[config.mk]
export PLATFORM = sky130hd
export DESIGN_NAME = lockstep_cmp
export DESIGN_NICKNAME = d
export VERILOG_FILES = /design/src/rtl/lsc_pkg.sv /design/src/rtl/lsc_compare.sv /design/src/rtl/lsc_okmon.sv /design/src/rtl/lsc_stepgen.sv /design/src/rtl/lockstep_cmp.sv
export SDC_FILE = /design/constraint.sdc
export NUM_CORES = 1
export LEC_CHECK = 0
export ABC_AREA = 1
export BUFFER_PORTS_ARGS = -buffer_cell sky130_fd_sc_hd__buf_2
export CORE_UTILIZATION = 50
export CTS_CLUSTER_SIZE = 14
export DETAILED_ROUTE_END_ITERATION = 10
export PLACE_DENSITY = 0.81
export SYNTH_ARGS = -nofsm -noshare
export SYNTH_HDL_FRONTEND = slang
export SYNTH_SLANG_ARGS = --single-unit
[constraint.sdc]
create_clock -name clk -period 1.9 [get_ports clk]
set_input_delay 0.095 -clock clk [delete_from_list [all_inputs] [get_ports clk]]
set_output_delay 0.095 -clock clk [all_outputs]
set_load 0.01 [all_outputs]
[src/rtl/lsc_pkg.sv]
package lsc_pkg;

    typedef enum logic [2:0] {
        GS_BOOT,
        GS_STEP,
        GS_EXEC,
        GS_CHECK,
        GS_WAIT,
        GS_SAFE
    } gen_state_e;

    typedef struct packed {
        logic t;
        logic f;
    } ok_rail_t;

    localparam ok_rail_t RAIL_RESET = '{t: 1'b0, f: 1'b1};

    function automatic logic rails_valid(ok_rail_t r);
        return r.t ^ r.f;
    endfunction

    function automatic ok_rail_t rails_flip(ok_rail_t r);
        return '{t: ~r.t, f: ~r.f};
    endfunction

endpackage

[src/rtl/lsc_compare.sv]
module lsc_compare
    import lsc_pkg::*;
#(
    parameter int W = 16
) (
    input  logic         clk,
    input  logic         rst,
    input  logic         chk,
    input  logic [W-1:0] a_word,
    input  logic         a_vld,
    input  logic [W-1:0] b_word,
    input  logic         b_vld,
    output ok_rail_t     rail
);
    logic [W-1:0] diff;
    logic         eq_xor;
    logic         eq_cmp;
    logic         pass;

    // bitwise difference vector, one slice per bit
    for (genvar i = 0; i < W; i++) begin : g_diff
        assign diff[i] = a_word[i] ^ b_word[i];
    end

    // two independently formed equality terms; both must agree to pass
    assign eq_xor = ~|diff;
    assign eq_cmp = (a_word == b_word);
    assign pass   = chk & a_vld & b_vld & eq_xor & eq_cmp;

    always_ff @(posedge clk) begin
        if (rst) begin
            rail <= RAIL_RESET;
        end else if (pass) begin
            rail <= rails_flip(rail);
        end
    end
endmodule

[src/rtl/lsc_okmon.sv]
module lsc_okmon
    import lsc_pkg::*;
(
    input  logic     clk,
    input  logic     rst,
    input  logic     wait_open,
    input  ok_rail_t rail,
    output logic     accept,
    output logic     fault
);
    logic seen;
    logic moved;

    assign moved  = (rail.t != seen);
    assign accept = wait_open & moved & rails_valid(rail);
    assign fault  = ~rails_valid(rail) | (moved & ~wait_open);

    always_ff @(posedge clk) begin
        if (rst) begin
            seen <= RAIL_RESET.t;
        end else if (accept) begin
            seen <= rail.t;
        end
    end
endmodule

[src/rtl/lsc_stepgen.sv]
module lsc_stepgen
    import lsc_pkg::*;
#(
    parameter int CHK_DLY = 2,
    parameter int TMO     = 4,
    parameter int CNT_W   = 16
) (
    input  logic             clk,
    input  logic             rst,
    input  logic             accept,
    input  logic             fault,
    output logic             step,
    output logic             chk,
    output logic             wait_open,
    output logic             safe,
    output logic [CNT_W-1:0] step_cnt
);
    localparam int TMAX = (CHK_DLY > TMO) ? CHK_DLY : TMO;
    localparam int DW   = $clog2(TMAX + 1);

    localparam logic [DW-1:0] EXEC_LAST = DW'(CHK_DLY - 1);
    localparam logic [DW-1:0] WAIT_LAST = DW'(TMO - 1);

    gen_state_e       st;
    logic [DW-1:0]    tmr;

    always_ff @(posedge clk) begin
        if (rst) begin
            st       <= GS_BOOT;
            tmr      <= '0;
            step_cnt <= '0;
        end else if (fault && st != GS_SAFE) begin
            st <= GS_SAFE;
        end else begin
            unique case (st)
                GS_BOOT: st <= GS_STEP;
                GS_STEP: begin
                    tmr <= DW'(1);
                    st  <= (CHK_DLY == 1) ? GS_CHECK : GS_EXEC;
                end
                GS_EXEC: begin
                    if (tmr == EXEC_LAST) st <= GS_CHECK;
                    else                  tmr <= tmr + DW'(1);
                end
                GS_CHECK: begin
                    tmr <= '0;
                    st  <= GS_WAIT;
                end
                GS_WAIT: begin
                    if (accept) begin
                        st       <= GS_STEP;
                        step_cnt <= step_cnt + CNT_W'(1);
                    end else if (tmr == WAIT_LAST) begin
                        st <= GS_SAFE;
                    end else begin
                        tmr <= tmr + DW'(1);
                    end
                end
                GS_SAFE: st <= GS_SAFE;
                default: st <= GS_SAFE;
            endcase
        end
    end

    assign step      = (st == GS_STEP);
    assign chk       = (st == GS_CHECK);
    assign wait_open = (st == GS_WAIT);
    assign safe      = (st == GS_SAFE);
endmodule

[src/rtl/lockstep_cmp.sv]
module lockstep_cmp
    import lsc_pkg::*;
#(
    parameter int W       = 16,
    parameter int CHK_DLY = 2,
    parameter int TMO     = 4,
    parameter int CNT_W   = 16
) (
    input  logic             clk,
    input  logic             rst,
    input  logic [W-1:0]     cha_word,
    input  logic             cha_vld,
    input  logic [W-1:0]     chb_word,
    input  logic             chb_vld,
    output logic             step_a,
    output logic             step_b,
    output logic             chk_strobe,
    output logic             ok_true,
    output logic             ok_false,
    output logic             safe_state,
    output logic [CNT_W-1:0] step_cnt
);
    ok_rail_t rail;
    logic     step;
    logic     wait_open;
    logic     accept;
    logic     fault;

    lsc_compare #(.W(W)) u_compare (
        .clk    (clk),
        .rst    (rst),
        .chk    (chk_strobe),
        .a_word (cha_word),
        .a_vld  (cha_vld),
        .b_word (chb_word),
        .b_vld  (chb_vld),
        .rail   (rail)
    );

    lsc_okmon u_okmon (
        .clk       (clk),
        .rst       (rst),
        .wait_open (wait_open),
        .rail      (rail),
        .accept    (accept),
        .fault     (fault)
    );

    lsc_stepgen #(.CHK_DLY(CHK_DLY), .TMO(TMO), .CNT_W(CNT_W)) u_stepgen (
        .clk       (clk),
        .rst       (rst),
        .accept    (accept),
        .fault     (fault),
        .step      (step),
        .chk       (chk_strobe),
        .wait_open (wait_open),
        .safe      (safe_state),
        .step_cnt  (step_cnt)
    );

    assign step_a   = step;
    assign step_b   = step;
    assign ok_true  = rail.t;
    assign ok_false = rail.f;
endmodule

# After elaboration in Yosys (flattened, before gate mapping)
# Index checks and enable logic that the tools add are counted.
[totals]
output_inout_bits = 22
in_bits = 36
regBits = 25
[op_classes]
n_bitwise = 30
eq_ne = 17
n_reduce_logical = 10
n_addsub = 2
mux = 9
[ops]
columns = ["cell", "count"]
rows = [
  ["3-bit 2-to-1 mux", 7],
  ["1-bit bitwise XOR", 17],
  ["16-bit by 1-bit adder with 16-bit output, second input constant", 1],
  ["16-bit equality test", 1],
  ["16-bit OR reduction", 1],
  ["3-bit one-hot mux with 5 select lines", 1],
  ["3-bit one-hot mux with 4 select lines", 1],
  ["3-bit by 2-bit equality test with 1-bit output, second input constant", 3],
  ["1-bit AND", 7],
  ["3-bit by 1-bit equality test with 1-bit output, second input constant", 2],
  ["3-bit equality test, second input constant", 2],
  ["2-bit inequality test, second input constant", 3],
  ["1-bit inverter", 5],
  ["5-bit AND reduction", 1],
  ["4-bit by 2-bit inequality test with 1-bit output, second input constant", 1],
  ["2-bit AND reduction", 2],
  ["4-bit nonzero test", 1],
  ["3-bit by 1-bit adder with 3-bit output, second input constant", 1],
  ["3-bit logical NOT", 1],
  ["3-bit by 1-bit inequality test with 1-bit output, second input constant", 1],
  ["3-bit by 2-bit inequality test with 1-bit output, second input constant", 1],
  ["3-bit inequality test, second input constant", 1],
  ["3-bit AND reduction", 1],
  ["2-bit by 1-bit inequality test with 1-bit output, second input constant", 1],
  ["other kinds (5)", 5],
]

# Logic depth before layout (Yosys ltp)
# Gate-level depths: netlist of run 1.
[logic_depth]
depth_word = 7
mapped_depth = 12

# Modules after synthesis
# From an unflattened synthesis of run 1, not the netlist that was laid out.
[unflattened]
cells_unflattened = 306
area_unflattened_um2 = 1801.7
[modules_own_cells]
columns = ["module", "instances", "seq_area_each_um2", "cells_per_inst", "area_per_inst_um2"]
rows = [
  ["lsc_stepgen", 1, 440.4, 192, 1232.4],
  ["lsc_compare", 1, 40.0, 99, 467.9],
  ["lsc_okmon", 1, 20.0, 14, 93.8],
  ["lockstep_cmp", 1, 0.0, 1, 7.5],
]

# Worst setup path after synthesis of run 1
# Ideal clock, no wire load.
[synth_timing]
path_type = "reg-to-reg"
from = "reg u_stepgen.tmr[0]"
to = "reg u_stepgen.tmr[1]"
setup_ns = 0.116
n_path_buf = 0
setup_slack_ns = 0.541
t_arrival_ns = 1.243
stages_incl_launch_ff = 9
synth_period_minus_slack_ns = 1.359
cell_sequence = "dfxtp_1 -> ha_1 -> ha_1 -> o21ai_0 -> nand2_1 -> nor2_1 -> nand2_1 -> o21ai_0 -> nor2_1"
[synth_via]
elab_chain_len = 4
[synth_rtl]
columns = ["element", "line", "text"]
rows = [
  ["from (decl)", "lsc_stepgen.sv:25", "logic [DW-1:0] tmr;"],
  ["from (signal assigned)", "lsc_stepgen.sv:43", "else tmr <= tmr + DW'(1);"],
  ["from (signal assigned)", "lsc_stepgen.sv:56", "tmr <= tmr + DW'(1);"],
  ["3-bit by 1-bit adder with 3-bit output", "lsc_stepgen.sv:43, lsc_stepgen.sv:56", ""],
  ["3-bit 2-to-1 mux", "lsc_stepgen.sv:53", "end else if (tmr == WAIT_LAST) begin"],
  ["3-bit 2-to-1 mux", "lsc_stepgen.sv:50", "if (accept) begin"],
  ["3-bit one-hot mux with 4 select lines", "lsc_stepgen.sv:35", "unique case (st)"],
]
# Parallel ways exist; a longest one is shown, timed or not. The select of a mux whose other input is x is not followed.
# A chain may end at the register's enable or synchronous reset.

# Worst setup path in the final report of run 1
[layout_timing]
from = "reg u_compare.rail[1] (netlist name)"
to = "reg u_stepgen.step_cnt[5]"
[layout_via]
elab_chain_len = 6
[layout_rtl]
columns = ["element", "line", "text"]
rows = [
  ["1-bit inequality test or 1-bit bitwise XOR (tied branches)", "lsc_okmon.sv:14, lsc_pkg.sv:20", ""],
  ["1-bit AND or 1-bit inverter (tied branches)", "lsc_okmon.sv:16", "assign fault = ~rails_valid(rail) | (moved & ~wait_open);"],
  ["1-bit bitwise OR", "lsc_okmon.sv:16", ""],
  ["1-bit logical AND", "lsc_stepgen.sv:32", "end else if (fault && st != GS_SAFE) begin"],
  ["1-bit inverter (no line)", "-", ""],
  ["3-bit AND reduction (no line) *", "-", ""],
  ["to (signal assigned)", "lsc_stepgen.sv:52", "step_cnt <= step_cnt + CNT_W'(1);"],
  ["to (decl)", "lsc_stepgen.sv:16", "output logic [CNT_W-1:0] step_cnt"],
]
# Mark *: on every way between the ends. The rest lies on a longest branch, timed or not.

==> results of run 1 <==
-- power groups by stage --
stage               Clock [uW]  Combinational [uW]  Sequential, uW
floorplan                    0                 463             646
global route               267                 689             655
CTS                        250                 598             646
global placement             0                 584             655
detailed placement           0                 596             658
finish                     240                 591             647
-- routing by layer --
metal	vias to the layer above	global-route usage, %	part of all wire [%]
met4	0	2.33	0.30
met2	42	36.9	45
li1	984	-	-
met3	2	3.90	5.3
met1	782	27.4	49
met5	-	0	0
-- registers in the layout, indices dropped and copies added (netlist names) --
signal              cells
u_compare.rail          2
u_stepgen.step_cnt     16
u_okmon.seen            1
u_stepgen.tmr           3
u_stepgen.st            3
-- synthesized netlist by cell type --
master	instances	share of area (%)
buf_1	1	0.22
inv_1	42	9.3
o211a_1	1	0.59
nor2_2	1	0.37
xor2_1	5	2.6
nand2_2	2	0.74
o21ai_0	8	2.4
a211oi_1	1	0.44
buf_4	2	0.89
nor3b_1	1	0.44
nor3_2	1	0.59
dfxtp_1	25	30
xnor2_1	6	3.1
ha_1	4	3.0
nor2_1	46	10
nand4_1	7	2.6
and3_1	2	0.74
a21oi_1	11	3.2
buf_6	1	0.66
nand3_1	14	4.1
nor3_1	6	1.8
nor2_4	2	1.3
nand2_1	87	19
a31oi_1	1	0.37
clkbuf_1	1	0.22
inv_2	6	1.3
-- worst max path at each step --
stage,endpoint,slack [ps],cells past startpoint
4_1_cts,u_stepgen.step_cnt[9],350,10
2_1_floorplan,u_stepgen.tmr[1],540,8
3_3_place_gp,u_stepgen.tmr[1],400,8
6_report,u_stepgen.step_cnt[5],370,8
5_1_grt,u_stepgen.step_cnt[9],160,10
3_5_place_dp,u_stepgen.step_cnt[5],370,8
-- stage by stage --
stage	instance area (um2)	util, %
6_report	2040	65.1
5_1_grt	2040	65.1
3_3_place_gp	2010	64.2
2_1_floorplan	1690	-
3_5_place_dp	2010	64.2
4_1_cts	2040	65.1
-- layout make-up --
type | instances | area share [%]
clock buffer | 3 | 1.11
clock inverter | 1 | 0.246
inverter | 48 | 8.85
multi-input combinational | 206 | 48.1
sequential | 25 | 24.6
tap | 44 | 2.70
timing repair buffer | 58 | 14.4
-- logic make-up (layout without fill, tap and decap cells) --
group,count (synthesis),count (layout),share of synthesized area (%)
AND/OR/NAND/NOR,169,169,42.2
buffers and inverters,53,110,12.6
flip-flops,25,25,29.5
AO/OA/AOI/OAI,22,22,7.02
XOR/XNOR,11,11,5.69
adder cells (fa/ha/maj),4,4,2.95
==> out/metrics.cfg, run 1 <==
[setup_path]
r2r_start = u_compare.rail[1]
ff2ff_path_depth = 8
cp_common_cell = nand2_1
reg2reg_to = u_stepgen.step_cnt[5]
crit_type = reg2reg
startpoint_type = register
slowest_stage = dfxtp_1
worstPathCellList = nand2_1 -> nand2_1 -> nand2_2 -> inv_2 -> nand2_2 -> nor2_1 -> nand2_1 -> nor3b_1
path_buf_inv = 1
required_ps = 2120
cp-startpoint = u_compare.rail[1]
cpPeakStageDelay_ps = 460
arrival_ps = 1750
crit_family = simple AND/OR/NAND/NOR gates
endpoint_kind = register
critPathMaxFanout = 11
r2r_slack_ps = 370

[power]
internal_power_uw = 894
power.total_uw = 1480
pwr_density_cell_nw_per_um2 = 726
peakVddDrop_uv = 699
p_clk_share_pct = 16.2
power.share.sequential_pct = 43.8
power.leakage_uw = 0.00109
power.switching_uw = 584
sw_frac_of_total_pct = 39.5
pwr-share-comb_pct = 40.0

[detailed_routing]
vias_per_cell = 4.70
dr.pass1.iters = 4
avgRoutedWirePerCell_um = 9.46
drt_iter0_drc = 78
wl_um = 3640
drc_errors = 0
ant_nets = 0
vias = 1810

[min_path]
holdPathEnd = u_stepgen.step_cnt[9]
hold_path_startpoint = rst
hold_depth = 2
hp-class = in2reg

[global_route]
antenna_found_initial = 0
grt_pass1_vias = 1484
grt_max_degree = 17
grt.total_usage_pct = 21.1
grt_overflow_total = 0
grt_pass1_wl_um = 5960

[cts]
numCtsBuffers = 3
root_buffer = clkbuf_4
post_cts_buffers = 0
hold_buffers = 0
clkTransAtPathRegs_ps = 140
cts_tree = done
htree_num_levels = 1
cts_buffer_depth = 2
ctsResizeCount = 0
cts.sinks = 25
worstSkewPairLatency_ps = 320

[finish]
antenna_cells = 0
final_common_cell = nand2_1
final_cell_mix = nand2_1 (87), buf_2 (57), nor2_1 (46), inv_1 (42), dfxtp_1 (25)
fillers = 314
fin_nets = 382
multiInputGateArea_um2 = 980
area_growth_pct = 20.2
final_cells = 385
drive_above_1_share_pct = 21.7
regArea_um2 = 500

[timing]
clock_skew_ps = 2.39
fin_ws_ps = 369
fmax_mhz = 653
hold_slack_ps = 129
worstMarginPinSlew_ps = 335
setup_viol = 0
period_share_pct = 80.6
timing.setup.tns_ps = 0
slew_headroom_pct = 77.5
slew_viol_final = 0
hold_viol_final = 0
rsz0062_at_grt = false
post-route-min-period_ps = 1530

[floorplan]
core_area_um2 = 3130
die_w_um = 60.2
ioPinCount = 58
die-area_um2 = 3630
initial_core_util_pct = 54.2
die_y_um = 60.2
row_count = 20

[synthesis]
syn_area_per_cell_um2 = 5.97
synth_area_um2 = 1690
synth_seq_area_share_pct = 29.5
syn_nets = 324
synthCells = 284
ys_ff_latch = 25
synth.distinct_cells = 26
yosys_warnings = 0

[run_status]
status = complete, no violations

[placed_design]
port_buffers = 57
place_inst = 381
hpwlAfterDp_um = 2940
post-place-ws_ps = 370
gp_congestion = 0.897

[job]
maxCapViolations = 0

Note: power is estimated with default switching activity, not from simulation.
==> run 2, diff against run 1 <==
Settings changed: CORE_UTILIZATION 50 to 45, PLACE_DENSITY 0.81 to 0.77.
Clock period 1.9 ns to 1.3 ns, I/O delays scaled along.
==> out/metrics.cfg, run 2 (same netlist as run 1, synthesis figures left out) <==
[setup_path]
endpoint_kind = register
crit_type = reg2reg
slowest_stage = dfxtp_2
critPathMaxFanout = 4  ; -7
startpoint_type = register
cpPeakStageDelay_ps = 350  ; -110 ps
crit_family = simple AND/OR/NAND/NOR gates
path_buf_inv = 1  ; unchanged
arrival_ps = 1600  ; -150 ps
worstPathCellList = ha_4 -> ha_4 -> o21ai_2 -> nand2_1 -> nor2_2 -> inv_2 -> nor2_4 -> nor2_1 -> nor2_1
required_ps = 1500  ; -620 ps

[floorplan]
ioPinCount = 58  ; unchanged
die-area_um2 = 4010  ; +11%
die_w_um = 63.4  ; +5.2%
die_y_um = 63.4  ; +5.2%
core_area_um2 = 3470  ; +11%
row_count = 21  ; +5.0%
initial_core_util_pct = 48.8  ; -5.3 points

[finish]
top_regs = u_stepgen.step_cnt (16), u_stepgen.st (3), u_stepgen.tmr (3)
regArea_um2 = 528  ; +5.5%
fillers = 267  ; -15%
antenna_cells = 0  ; unchanged
multiInputGateArea_um2 = 1200  ; +22%
largest_reg_flops = 16  ; unchanged
final_common_cell = nand2_1
utilization_pct = 73.7  ; +8.7 points
final_cell_mix = nand2_1 (78), buf_2 (57), inv_1 (36), nor2_1 (34), buf_4 (29)
top_register = u_stepgen.step_cnt
area_growth_pct = 51.0
drive_above_1_share_pct = 42.9  ; +21 points
fin_nets = 414  ; +8.4%

[timing]
fin_ws_ps = -92.3  ; -461 ps
clock_skew_ps = 6.29  ; +3.90 ps
fmax_mhz = 718  ; +10%
slew_viol_final = 0  ; unchanged
period_share_pct = 107  ; +27 points
worstMarginPinSlew_ps = 333  ; -2.13 ps
post-route-min-period_ps = 1390  ; -139 ps
setup_viol = 7  ; +7
slew_headroom_pct = 77.8  ; +0.30 points
rsz0062_at_grt = true
hold_viol_final = 0  ; unchanged

[power]
pwr_density_cell_nw_per_um2 = 1160  ; +60%
peakVddDrop_uv = 1100  ; +58%
pwr-share-comb_pct = 51.5  ; +12 points
internal_power_uw = 1770  ; +98%
p_clk_share_pct = 15.8  ; -0.4 points
power.share.sequential_pct = 32.7  ; -11 points
power.switching_uw = 1200  ; +110%
power.leakage_uw = 0.00129  ; +18%
power.total_uw = 2970  ; +100%
sw_frac_of_total_pct = 40.4  ; +0.87 points

[global_route]
grt.met1_usage_pct = 26.8  ; -0.53 points
use_met2_pct = 41.0  ; +4.1 points
grt_pass1_vias = 1863  ; +26%
antenna_found_initial = 0  ; unchanged
grt_max_degree = 17  ; unchanged
grt_pass1_wl_um = 7470  ; +25%
grt.total_usage_pct = 23.0  ; +2.0 points
busiest_layer = met2
use_met3_pct = 4.35  ; +0.45 points
grt_overflow_total = 0  ; unchanged

[min_path]
hp-class = in2reg

[placed_design]
hpwlAfterDp_um = 3270  ; +11%
port_buffers = 57  ; unchanged
gp_congestion = 0.817  ; -8.9%

[detailed_routing]
drc_errors = 0  ; unchanged
ant_nets = 0  ; unchanged
dr.pass1.iters = 5  ; +1
vias = 2056  ; +14%
wl_um = 4790  ; +31%
drt_iter0_drc = 114  ; +46%
vias_per_cell = 4.91  ; +4.4%
avgRoutedWirePerCell_um = 11.4  ; +21%

[run_status]
status = finished, violations left
violations = negative setup slack

[cts]
cts.sinks = 25  ; unchanged
hold_buffers = 0  ; unchanged
worstSkewPairLatency_ps = 270  ; -50 ps
cts_tree = done
numCtsBuffers = 3  ; unchanged
htree_num_levels = 1  ; unchanged
cts_buffer_depth = 2  ; unchanged
clkTransAtPathRegs_ps = 90  ; -50 ps
root_buffer = clkbuf_8

[job]
maxCapViolations = 0  ; unchanged

run 2: changes by cell type in the layout (fill, tap and decap cells not counted), moves of 5 or more:
cell / before / now
dfxtp_2: 0 / 10
nor2_1: 46 / 34
dfxtp_1: 25 / 11
nor2_2: 1 / 9
inv_2: 6 / 11
nand2_2: 2 / 9
buf_4: 1 / 29
nand2_1: 87 / 78
inv_1: 42 / 36
run 2: worst register-to-register path, cell delays in order, from the launching register on:
cell,delay (ps)
dfxtp_2,350
ha_4,160
ha_4,150
o21ai_2,120
nand2_1,80
nor2_2,130
inv_2,60
nor2_4,140
nor2_1,50
nor2_1,80
run 2: cell type report:
class / count / share of cell area [%]
tap: 46 / 2.25
timing repair buffer: 90 / 21.4
clock buffer: 4 / 1.76
multi-input combinational: 206 / 46.8
inverter: 48 / 7.14
sequential: 25 / 20.6
run 2: through the flow:
stage | setup TNS (ps) | hold slack, ps | cells | setup WS (ps) | cell area (um2)
final | -389 | 163 | 419 | -92.3 | 2560
after detailed placement | -819 | 438 | 410 | -146 | 2220
after floorplan | 0 | 358 | 284 | 0.358 | 1700
after global placement | -284 | 435 | 410 | -52.0 | 2220
after global routing | -1560 | 177 | 419 | -186 | 2560
after CTS | -290 | 156 | 415 | -101 | 2360
run 2: path summary, 6_finish.rpt:
path	startpoint	to	slack, ps	depth (start not counted)
setup / recovery	u_stepgen.tmr[1]	u_stepgen.tmr[1]	-90	9
hold / removal	rst	u_stepgen.step_cnt[8]	160	2
setup reg to reg	u_stepgen.tmr[1]	u_stepgen.tmr[1]	-90	9
hold reg to reg	u_stepgen.step_cnt[15]	u_stepgen.step_cnt[15]	490	2
run 2: what timing repair did:
item                       in CTS  in global routing
gates resized for setup        23                 52
buffers inserted                1                  4
pin swaps                       9                 15
cloned                          0                  0
setup endpoints to repair      20                 24
run 2: power groups by stage:
stage | sequential [uW] | combinational [uW] | clock [uW]
2_1_floorplan | 948 | 704 | 0
3_3_place_gp | 938 | 1120 | 0
3_5_place_dp | 939 | 1160 | 0
4_1_cts | 943 | 1260 | 471
5_1_grt | 980 | 1670 | 509
6_report | 972 | 1530 | 468
run 2: per-layer routing:
layer / routed length (um) / vias up
met5: 0 / -
met2: 2420 / 61
met1: 2010 / 926
met3: 233 / 16
li1: - / 1053
met4: 122 / 0
==> run 3, diff against run 2 <==
Settings changed: BUFFER_PORTS_ARGS -buffer_cell sky130_fd_sc_hd__buf_2 to -buffer_cell sky130_fd_sc_hd__buf_4.
==> out/metrics.cfg, run 3 (same netlist as run 1, synthesis figures left out) <==
[min_path]
hold_depth = 2  ; unchanged
hold_path_startpoint = rst
hp-class = in2reg

[run_status]
violations = negative setup slack
status = finished, violations left

[cts]
clkTransAtPathRegs_ps = 90  ; about the same
cts.sinks = 25  ; unchanged
numCtsBuffers = 3  ; unchanged
cts_tree = done
worstSkewPairLatency_ps = 270  ; about the same
cts_buffer_depth = 2  ; unchanged
root_buffer = clkbuf_8
htree_num_levels = 1  ; unchanged

[timing]
clock_skew_ps = 4.50  ; -1.79 ps
slew_headroom_pct = 80.2  ; +2.4 points
rsz0062_at_grt = true
fmax_mhz = 680  ; -5.3%
hold_slack_ps = 108  ; -54.8 ps
post-route-min-period_ps = 1470  ; +77.6 ps
worstMarginPinSlew_ps = 295  ; -37.7 ps
fin_ws_ps = -170  ; -77.6 ps
period_share_pct = 113  ; +6.0 points
hold_viol_final = 0  ; unchanged
setup_viol = 14  ; +7
slew_viol_final = 0  ; unchanged

[global_route]
grt_overflow_total = 0  ; unchanged
grt.total_usage_pct = 24.3  ; +1.3 points
antenna_found_initial = 0  ; unchanged
grt_pass1_vias = 1954  ; +4.9%
grt_pass1_wl_um = 7910  ; +5.9%
grt_max_degree = 17  ; unchanged

[job]
maxCapViolations = 0  ; unchanged

[placed_design]
place_inst = 411  ; +0.24%
dpl_cell_area_um2 = 2370  ; +6.8%
gp_congestion = 0.849  ; +3.9%
hpwlAfterDp_um = 3350  ; +2.5%
port_buffers = 57  ; unchanged

[detailed_routing]
ant_nets = 0  ; unchanged
wl_um = 4960  ; +3.7%
drc_errors = 0  ; unchanged
avgRoutedWirePerCell_um = 11.8  ; +3.2%
vias_per_cell = 4.87  ; -0.67%
drt_iter0_drc = 118  ; +3.5%
dr.pass1.iters = 4  ; -1
vias = 2052  ; -0.19%

[floorplan]
initial_core_util_pct = 48.8  ; unchanged
die_y_um = 63.4  ; unchanged
ioPinCount = 58  ; unchanged
row_count = 21  ; unchanged
die-area_um2 = 4010  ; unchanged
die_w_um = 63.4  ; unchanged
core_area_um2 = 3470  ; unchanged

[finish]
antenna_cells = 0  ; unchanged
final_cell_mix = buf_4 (90), nand2_1 (80), nor2_1 (39), inv_1 (36), dfxtp_1 (11)
final_cells = 421  ; +0.48%
utilization_pct = 78.1  ; +4.4 points
fin_nets = 416  ; +0.48%
finish.instance_area_um2 = 2710  ; +5.9%
area_growth_pct = 59.9
drive_above_1_share_pct = 42.4  ; -0.50 points
largest_reg_flops = 16  ; unchanged
fillers = 248  ; -7.1%
top_register = u_stepgen.step_cnt
top_regs = u_stepgen.step_cnt (16), u_stepgen.st (3), u_stepgen.tmr (3)
final_common_cell = buf_4

[power]
peakVddDrop_uv = 1200  ; +8.5%
power.leakage_uw = 0.00134  ; +4.2%
pwr_density_cell_nw_per_um2 = 1070  ; -7.9%
power.total_uw = 2890  ; -2.5%

[setup_path]
slowest_stage = dfxtp_2
ff2ff_path_depth = 9  ; unchanged
required_ps = 1460  ; -40 ps
endpoint_kind = register
cp.depth = 9  ; unchanged
critPathMaxFanout = 6  ; +2
startpoint_type = register
arrival_ps = 1630  ; +30 ps
crit_family = simple AND/OR/NAND/NOR gates
path_buf_inv = 3  ; +2
worstPathCellList = inv_4 -> nand3_2 -> inv_2 -> nand2_4 -> nor2_4 -> buf_4 -> nand3_1 -> xor2_1 -> nor2_1
cpPeakStageDelay_ps = 350  ; about the same
r2r_start = u_stepgen.st[0]
cp-startpoint = u_stepgen.st[0]
crit_type = reg2reg

## run 3: cell types whose count changed in the layout (fill, tap and decap cells not counted), sizes merged
cell / previous run / this run
buf: 90 / 92
clkinv: 0 / 1
clkbuf: 4 / 3
## run 3: worst register-to-register path: cells and delay by family (launching register included)
family	cells	cell delay [ps]
AND/OR/NAND/NOR	5	470
flip-flops	1	350
buffers and inverters	3	330
XOR/XNOR	1	210
## run 3: area by class of cell
type	count	area, um2	share of cell area, %
clock buffer	3	41.3	1.52
clock inverter	1	5.00	0.185
inverter	48	190	7.02
multi-input combinational	206	1180	43.5
sequential	25	538	19.9
tap	46	57.6	2.12
timing repair buffer	92	698	25.8
## run 3: final timing paths
path,slack [ps],end
worst min register to register,520,u_stepgen.step_cnt[15]
worst max register to register,-170,u_stepgen.step_cnt[8]
worst max-delay path,-170,u_stepgen.step_cnt[8]
worst min-delay path,110,u_stepgen.step_cnt[12]
## run 3: where the power goes
group          leakage (uW)  internal, uW  total (uW)  switching (uW)
Sequential         0.000210           877         997             120
Clock             0.0000255           214         462             247
Combinational       0.00110           655        1430             779
## run 3: timing repair
item	in CTS	in global routing
gates resized for setup	16	59
setup buffers	0	6
hold buffers	0	0
pin swaps	6	28
hold endpoints to repair	0	0
cloned	0	0
endpoints found under the setup margin	19	28
## run 3: per-layer routing
metal,part of all wire [%],GRT usage (%),routed length [um],vias up
li1,-,-,-,1056
met1,40,29.5,2010,909
met2,51,43.8,2540,77
met3,6.8,4.53,338,10
met4,1.6,5.68,81,0
met5,0,0,0,-
## run 3: metrics by stage
step / setup TNS (ps) / setup slack [ps]
2_1_floorplan: 0 / 0.358
3_3_place_gp: -264 / -58.4
3_5_place_dp: -642 / -142
4_1_cts: -387 / -103
5_1_grt: -2400 / -267
6_report: -597 / -170
